## src/rtl/cke_pwr_pkg.sv

```systemverilog
package cke_pwr_pkg;
  typedef enum logic [2:0] {
    PS_ACT  = 3'd0,
    PS_PPD  = 3'd1,
    PS_APD  = 3'd2,
    PS_SREF = 3'd3,
    PS_WAKE = 3'd4
  } pwr_state_e;
endpackage

```

## src/rtl/cke_pwr_fsm.sv

```systemverilog
module cke_pwr_fsm
  import cke_pwr_pkg::*;
#(
  parameter int EXIT_CYC = 4
) (
  input  logic       clk,
  input  logic       rst,
  input  logic       cke,
  input  logic       sre,
  input  logic       any_open,
  input  logic       busy,
  output pwr_state_e state_o
);
  localparam int CNT_W = (EXIT_CYC < 2) ? 1 : $clog2(EXIT_CYC);
  localparam logic [CNT_W-1:0] CNT_LOAD = CNT_W'(EXIT_CYC - 1);

  pwr_state_e state, nxt;
  logic [CNT_W-1:0] cnt, cnt_nxt;

  always_comb begin
    nxt     = state;
    cnt_nxt = cnt;
    unique case (state)
      PS_ACT: begin
        if (!cke && !busy) begin
          if (any_open)  nxt = PS_APD;
          else if (sre)  nxt = PS_SREF;
          else           nxt = PS_PPD;
        end
      end
      PS_PPD, PS_APD, PS_SREF: begin
        if (cke) begin
          nxt     = PS_WAKE;
          cnt_nxt = CNT_LOAD;
        end
      end
      PS_WAKE: begin
        if (cnt == '0) nxt = PS_ACT;
        else           cnt_nxt = cnt - 1'b1;
      end
      default: nxt = PS_ACT;
    endcase
  end

  always_ff @(posedge clk) begin
    if (rst) begin
      state <= PS_ACT;
      cnt   <= '0;
    end else begin
      state <= nxt;
      cnt   <= cnt_nxt;
    end
  end

  assign state_o = state;

  // idle drop without strobe enters precharge power-down
  assert_ppd_entry_R2: assert property (@(posedge clk) disable iff (rst)
    (state == PS_ACT && !cke && !busy && !any_open && !sre) |=> (state == PS_PPD));

  // idle drop with strobe enters self-refresh
  assert_sref_entry_R3: assert property (@(posedge clk) disable iff (rst)
    (state == PS_ACT && !cke && !busy && !any_open && sre) |=> (state == PS_SREF));

  // open row gives active power-down
  assert_apd_entry_R4: assert property (@(posedge clk) disable iff (rst)
    (state == PS_ACT && !cke && !busy && any_open) |=> (state == PS_APD));

  // wake starts with full count loaded
  assert_wake_load_R8: assert property (@(posedge clk) disable iff (rst)
    ((state == PS_PPD || state == PS_APD || state == PS_SREF) && cke)
      |=> (state == PS_WAKE && cnt == CNT_LOAD));

  // low-power mode held while clock enable stays low
  assert_lp_hold_R9: assert property (@(posedge clk) disable iff (rst)
    ((state == PS_PPD || state == PS_APD || state == PS_SREF) && !cke) |=> $stable(state));
endmodule

```

## src/rtl/cke_buf_decode.sv

```systemverilog
module cke_buf_decode
  import cke_pwr_pkg::*;
(
  input  pwr_state_e state_i,
  output logic [1:0] mode_o,
  output logic       wake_o,
  output logic       en_ca,
  output logic       en_ck,
  output logic       en_odt,
  output logic       en_cke,
  output logic       en_drv
);
  always_comb begin
    mode_o = 2'd0;
    wake_o = 1'b0;
    en_ca  = 1'b1;
    en_ck  = 1'b1;
    en_odt = 1'b1;
    en_cke = 1'b1;
    en_drv = 1'b1;
    unique case (state_i)
      PS_ACT: ;
      PS_PPD, PS_APD: begin
        mode_o = (state_i == PS_PPD) ? 2'd1 : 2'd2;
        en_ca  = 1'b0;
        en_drv = 1'b0;
      end
      PS_SREF: begin
        mode_o = 2'd3;
        en_ca  = 1'b0;
        en_ck  = 1'b0;
        en_odt = 1'b0;
        en_drv = 1'b0;
      end
      PS_WAKE: begin
        wake_o = 1'b1;
        en_drv = 1'b0;
      end
      default: ;
    endcase
  end
endmodule

```

## src/rtl/cke_drop_guard.sv

```systemverilog
module cke_drop_guard (
  input  logic clk,
  input  logic rst,
  input  logic cke,
  input  logic busy,
  input  logic in_active,
  output logic err_o
);
  always_ff @(posedge clk) begin
    if (rst) err_o <= 1'b0;
    else     err_o <= in_active && !cke && busy;
  end

  // flag only follows an active-state drop during a burst
  assert_err_cause_R7: assert property (@(posedge clk) disable iff (rst)
    err_o |-> $past(!cke && busy && in_active));
endmodule

```

## src/rtl/cke_power_tracker.sv

```systemverilog
module cke_power_tracker
  import cke_pwr_pkg::*;
#(
  parameter int NBANK    = 16,
  parameter int EXIT_CYC = 4
) (
  input  logic             clk,
  input  logic             rst,
  input  logic             cke_smp,
  input  logic             sref_entry,
  input  logic [NBANK-1:0] bank_open,
  input  logic             burst_busy,
  output logic [1:0]       pwr_mode,
  output logic             wake_busy,
  output logic             buf_en_ca,
  output logic             buf_en_ck,
  output logic             buf_en_odt,
  output logic             buf_en_cke,
  output logic             drv_en,
  output logic             cke_drop_err
);
  pwr_state_e st;
  logic any_open;

  assign any_open = |bank_open;

  cke_pwr_fsm #(.EXIT_CYC(EXIT_CYC)) u_fsm (
    .clk     (clk),
    .rst     (rst),
    .cke     (cke_smp),
    .sre     (sref_entry),
    .any_open(any_open),
    .busy    (burst_busy),
    .state_o (st)
  );

  cke_buf_decode u_dec (
    .state_i(st),
    .mode_o (pwr_mode),
    .wake_o (wake_busy),
    .en_ca  (buf_en_ca),
    .en_ck  (buf_en_ck),
    .en_odt (buf_en_odt),
    .en_cke (buf_en_cke),
    .en_drv (drv_en)
  );

  cke_drop_guard u_guard (
    .clk      (clk),
    .rst      (rst),
    .cke      (cke_smp),
    .busy     (burst_busy),
    .in_active(st == PS_ACT),
    .err_o    (cke_drop_err)
  );

  // state after reset
  assert_reset_state_R1: assert property (@(posedge clk)
    $past(rst) |-> (pwr_mode == 2'd0 && !wake_busy && !cke_drop_err && drv_en &&
                    buf_en_ca && buf_en_ck && buf_en_odt && buf_en_cke));

  // power-down buffer set
  assert_pd_bufs_R5: assert property (@(posedge clk) disable iff (rst)
    (pwr_mode == 2'd1 || pwr_mode == 2'd2) |->
      (!buf_en_ca && buf_en_ck && buf_en_odt && buf_en_cke && !drv_en));

  // self-refresh keeps only the clock-enable receiver
  assert_sref_bufs_R6: assert property (@(posedge clk) disable iff (rst)
    (pwr_mode == 2'd3) |->
      (!buf_en_ca && !buf_en_ck && !buf_en_odt && buf_en_cke && !drv_en));

  // a drop during a burst never leaves the active state
  assert_busy_drop_R7: assert property (@(posedge clk) disable iff (rst)
    (pwr_mode == 2'd0 && !wake_busy && !cke_smp && burst_busy) |=> (pwr_mode == 2'd0));
endmodule

```

## config.mk

```make
export PLATFORM = sky130hd
export DESIGN_NAME = cke_power_tracker
export DESIGN_NICKNAME = d
export VERILOG_FILES = /design/src/rtl/cke_pwr_pkg.sv /design/src/rtl/cke_pwr_fsm.sv /design/src/rtl/cke_buf_decode.sv /design/src/rtl/cke_drop_guard.sv /design/src/rtl/cke_power_tracker.sv
export SDC_FILE = /design/constraint.sdc
export NUM_CORES = 1
export LEC_CHECK = 0
export ABC_AREA = 1
export BUFFER_PORTS_ARGS = -buffer_cell sky130_fd_sc_hd__buf_2
export CAP_MARGIN = 10
export CORE_AREA = 2 2 39 41
export CTS_CLUSTER_SIZE = 16
export DETAILED_ROUTE_END_ITERATION = 10
export DIE_AREA = 0 0 41 43
export PLACE_DENSITY = 0.68
export RECOVER_POWER = 100
export SLEW_MARGIN = 20
export SYNTH_ARGS = -nofsm -noshare
export SYNTH_HDL_FRONTEND = slang
export SYNTH_HIERARCHICAL = 1
export SYNTH_SLANG_ARGS = --single-unit
```

## constraint.sdc

```tcl
create_clock -name clk -period 1.35 [get_ports clk]
set_input_delay 0.2025 -clock clk [delete_from_list [all_inputs] [get_ports clk]]
set_output_delay 0.2025 -clock clk [all_outputs]
set_load 0.005 [all_outputs]
```

==> flow_summary.toml <==
[grt]
antenna_found_initial = 0
grt_start_max_net_pins = 7
grt_usage = 0.151
grt_pass1_wl_um = 1860
grt_pass1_vias = 500
grt-ovfl-total = 0

[min_path]
hold_depth = 2
min_from = "rst"
hold_path_class = "primary input to register"
hold_end = "u_fsm/state_o[2]$_SDFFE_PP0P_"

[layout]
fin_area_um2 = 643
final_common_cell = "buf_2"
synthToLayoutAreaGrowth_pct = 35.6
drive_above_1_share = 0.336
utilization = 0.465
final_cell_mix = "buf_2, nor2_1, nand2_1"
layout.nets = 137
num_antenna_cells = 0
n_fill_cell = 153

[worst_setup_path]
worstSetupEndpointType = "output pin"
cp.required_ps = 1150
critPathLaunchType = "register"
rrSetupSlack_ps = 190
r2r-start = "u_fsm/cnt[0]$_SDFFE_PP0P_"
rr_endpoint = "u_fsm/state_o[0]$_SDFFE_PP0P_"
reg2regPathDepth = 8
path_class = "register to output pin"
path_max_fanout = 4
cp.arrival_ps = 1030

[clock_tree]
clk_path_buf_depth = 2
cts_tree = "built"
cts_root_buffer = "clkbuf_4"
cts_sinks = 6
postCtsHoldBufs = 0
cts-buffers-inserted = 3
clk_latency_ps = 250
htreeDepth = 1
path_clk_slew_ps = 50

[power_and_ir_drop]
fin_total_pwr_mw = 1.07
p_comb_frac = 0.545
switching_share = 0.444
leakagePower_nw = 0.369
power_density_nw_per_um2 = 1670
p_int_uw = 595
power.switching_uw = 476
peakVddDrop_mv = 0.615
p_clk_frac = 0.161
seq_power_share = 0.294

[floorplan]
core_region_area_um2 = 1380
num_rows = 14
dieWidth_um = 41
num_io_pins = 30
die_h_um = 43
die_area_um2 = 1760
start_util = 0.343

[timing]
final.period_utilization = 0.916
hold_viol_final = 0
drv_slew = 0
setup-tns-final_ps = 0
period_minus_slack_ps = 1240
skew_ps = 4.54
worst_slack_ps = 113
grt_setup_unrepaired = "no"
finalSetupViolations = 0
max_freq_mhz = 809

[placed_design]
place_congestion = 0.758
place_ws_ps = 256
hpwl_um = 830
port_buffers = 28
placed_area_um2 = 619

[logic_synthesis]
yosysSeqAreaShare = 0.253
yosys.area.top_type = "dfxtp_1"
synth.ff_latch_count = 6
yosysWarnings = 6
synthCells = 82
synth_nets = 104
synth.distinct_cells = 17
syn_area_per_cell_um2 = 5.78
synthTopCellsByArea = "dfxtp_1, nor2_1, nand2_1"
netlist_area_um2 = 474
yosys.area.top_type_share = 0.253

[outcome]
outcome = "complete, no violations"

[drt]
route.detailed.drc = 0
num_vias = 543
routedWlPerCell_um = 8.26
viasPerCell = 4.21
drtIter0Drc = 4
dr.pass1.iters = 4
drt-total-wl_um = 1070
antenna_left = 0

[run]
maxCapViolCount = 0
==> power groups by stage <==
stage	Sequential, mW	Clock (mW)	Combinational, mW
after global placement	0.308	0	0.586
after CTS	0.308	0.182	0.606
after floorplan	0.298	0	0.438
after global routing	0.324	0.190	0.689
after detailed placement	0.310	0	0.599
final	0.315	0.173	0.583
==> synthesized netlist by cell type <==
library cell and number:
nand3_1 3, conb_1 1, inv_1 16, nand2_2 2
dfxtp_1 6, nand3_2 4, buf_4 2, inv_2 2
nand2_1 19, ha_1 1, nor2_1 20, o21ai_0 1
nor2_4 1, a21oi_2 1, nor2_2 1, nor3_1 1
a21oi_1 1
==> critical path: stages (launching register included) <==
cell     delay, ps
dfxtp_4        360
inv_1           70
nand2_1         80
nand2_1         70
nor2_1          90
buf_2          110
==> what timing repair did <==
| action | in CTS | in global routing |
|---|---|---|
| endpoints found under the setup margin | 1 | 1 |
| resized for setup | 1 | 3 |
| gates cloned | 0 | 0 |
| buffers inserted | 0 | 2 |
==> through the flow <==
stage / hold WS, ps / instances
3_3_place_gp: 407 / 124
5_1_grt: 158 / 129
3_5_place_dp: 410 / 124
6_report: 143 / 129
4_1_cts: 146 / 127
2_1_floorplan: 265 / 82
==> sequential cells by signal, summed over array words and instances (netlist names) <==
| register | flops |
|---|---|
| u_fsm/cnt | 2 |
| u_fsm/state_o | 3 |
| u_guard/err_o | 1 |
==> how the worst max path moves through the flow <==
stage	start	to	slack, ps
6_report	u_fsm/state_o[2]$_SDFFE_PP0P_	drv_en	110
3_5_place_dp	u_fsm/state_o[2]$_SDFFE_PP0P_	drv_en	260
3_3_place_gp	u_fsm/state_o[2]$_SDFFE_PP0P_	drv_en	280
4_1_cts	u_fsm/state_o[2]$_SDFFE_PP0P_	drv_en	60
2_1_floorplan	u_fsm/cnt[0]$_SDFFE_PP0P_	u_fsm/state_o[0]$_SDFFE_PP0P_	340
5_1_grt	u_fsm/state_o[2]$_SDFFE_PP0P_	drv_en	20
==> per-layer routing <==
layer	GRT usage	wire length [um]	up-vias	share of wire
met1	0.164	430	230	0.40
met4	0.0400	0	0	0
met5	0	0	-	0
met3	0.0524	47	0	0.044
li1	-	-	302	-
met2	0.259	587	11	0.55
==> layout make-up <==
type / count / area (um2) / area share
repair buffers: 30 / 149 / 0.232
well taps: 16 / 20.0 / 0.0311
clock buffers: 3 / 22.5 / 0.0350
inverters: 18 / 67.6 / 0.105
flip-flops and latches: 6 / 126 / 0.196
multi-input cells: 56 / 258 / 0.401
==> logic make-up (layout without fill, tap and decap cells) <==
| group | after synthesis | in the layout | share of synthesized area |
|---|---|---|---|
| AND/OR/NAND/NOR | 51 | 51 | 0.499 |
| buffers and inverters | 20 | 51 | 0.174 |
| flip-flops | 6 | 6 | 0.253 |
| AO/OA/AOI/OAI | 3 | 3 | 0.0396 |
| adder cells (fa/ha/maj) | 1 | 1 | 0.0264 |
| other | 1 | 1 | 0.00791 |
Note: power is estimated with default switching activity, not from simulation.
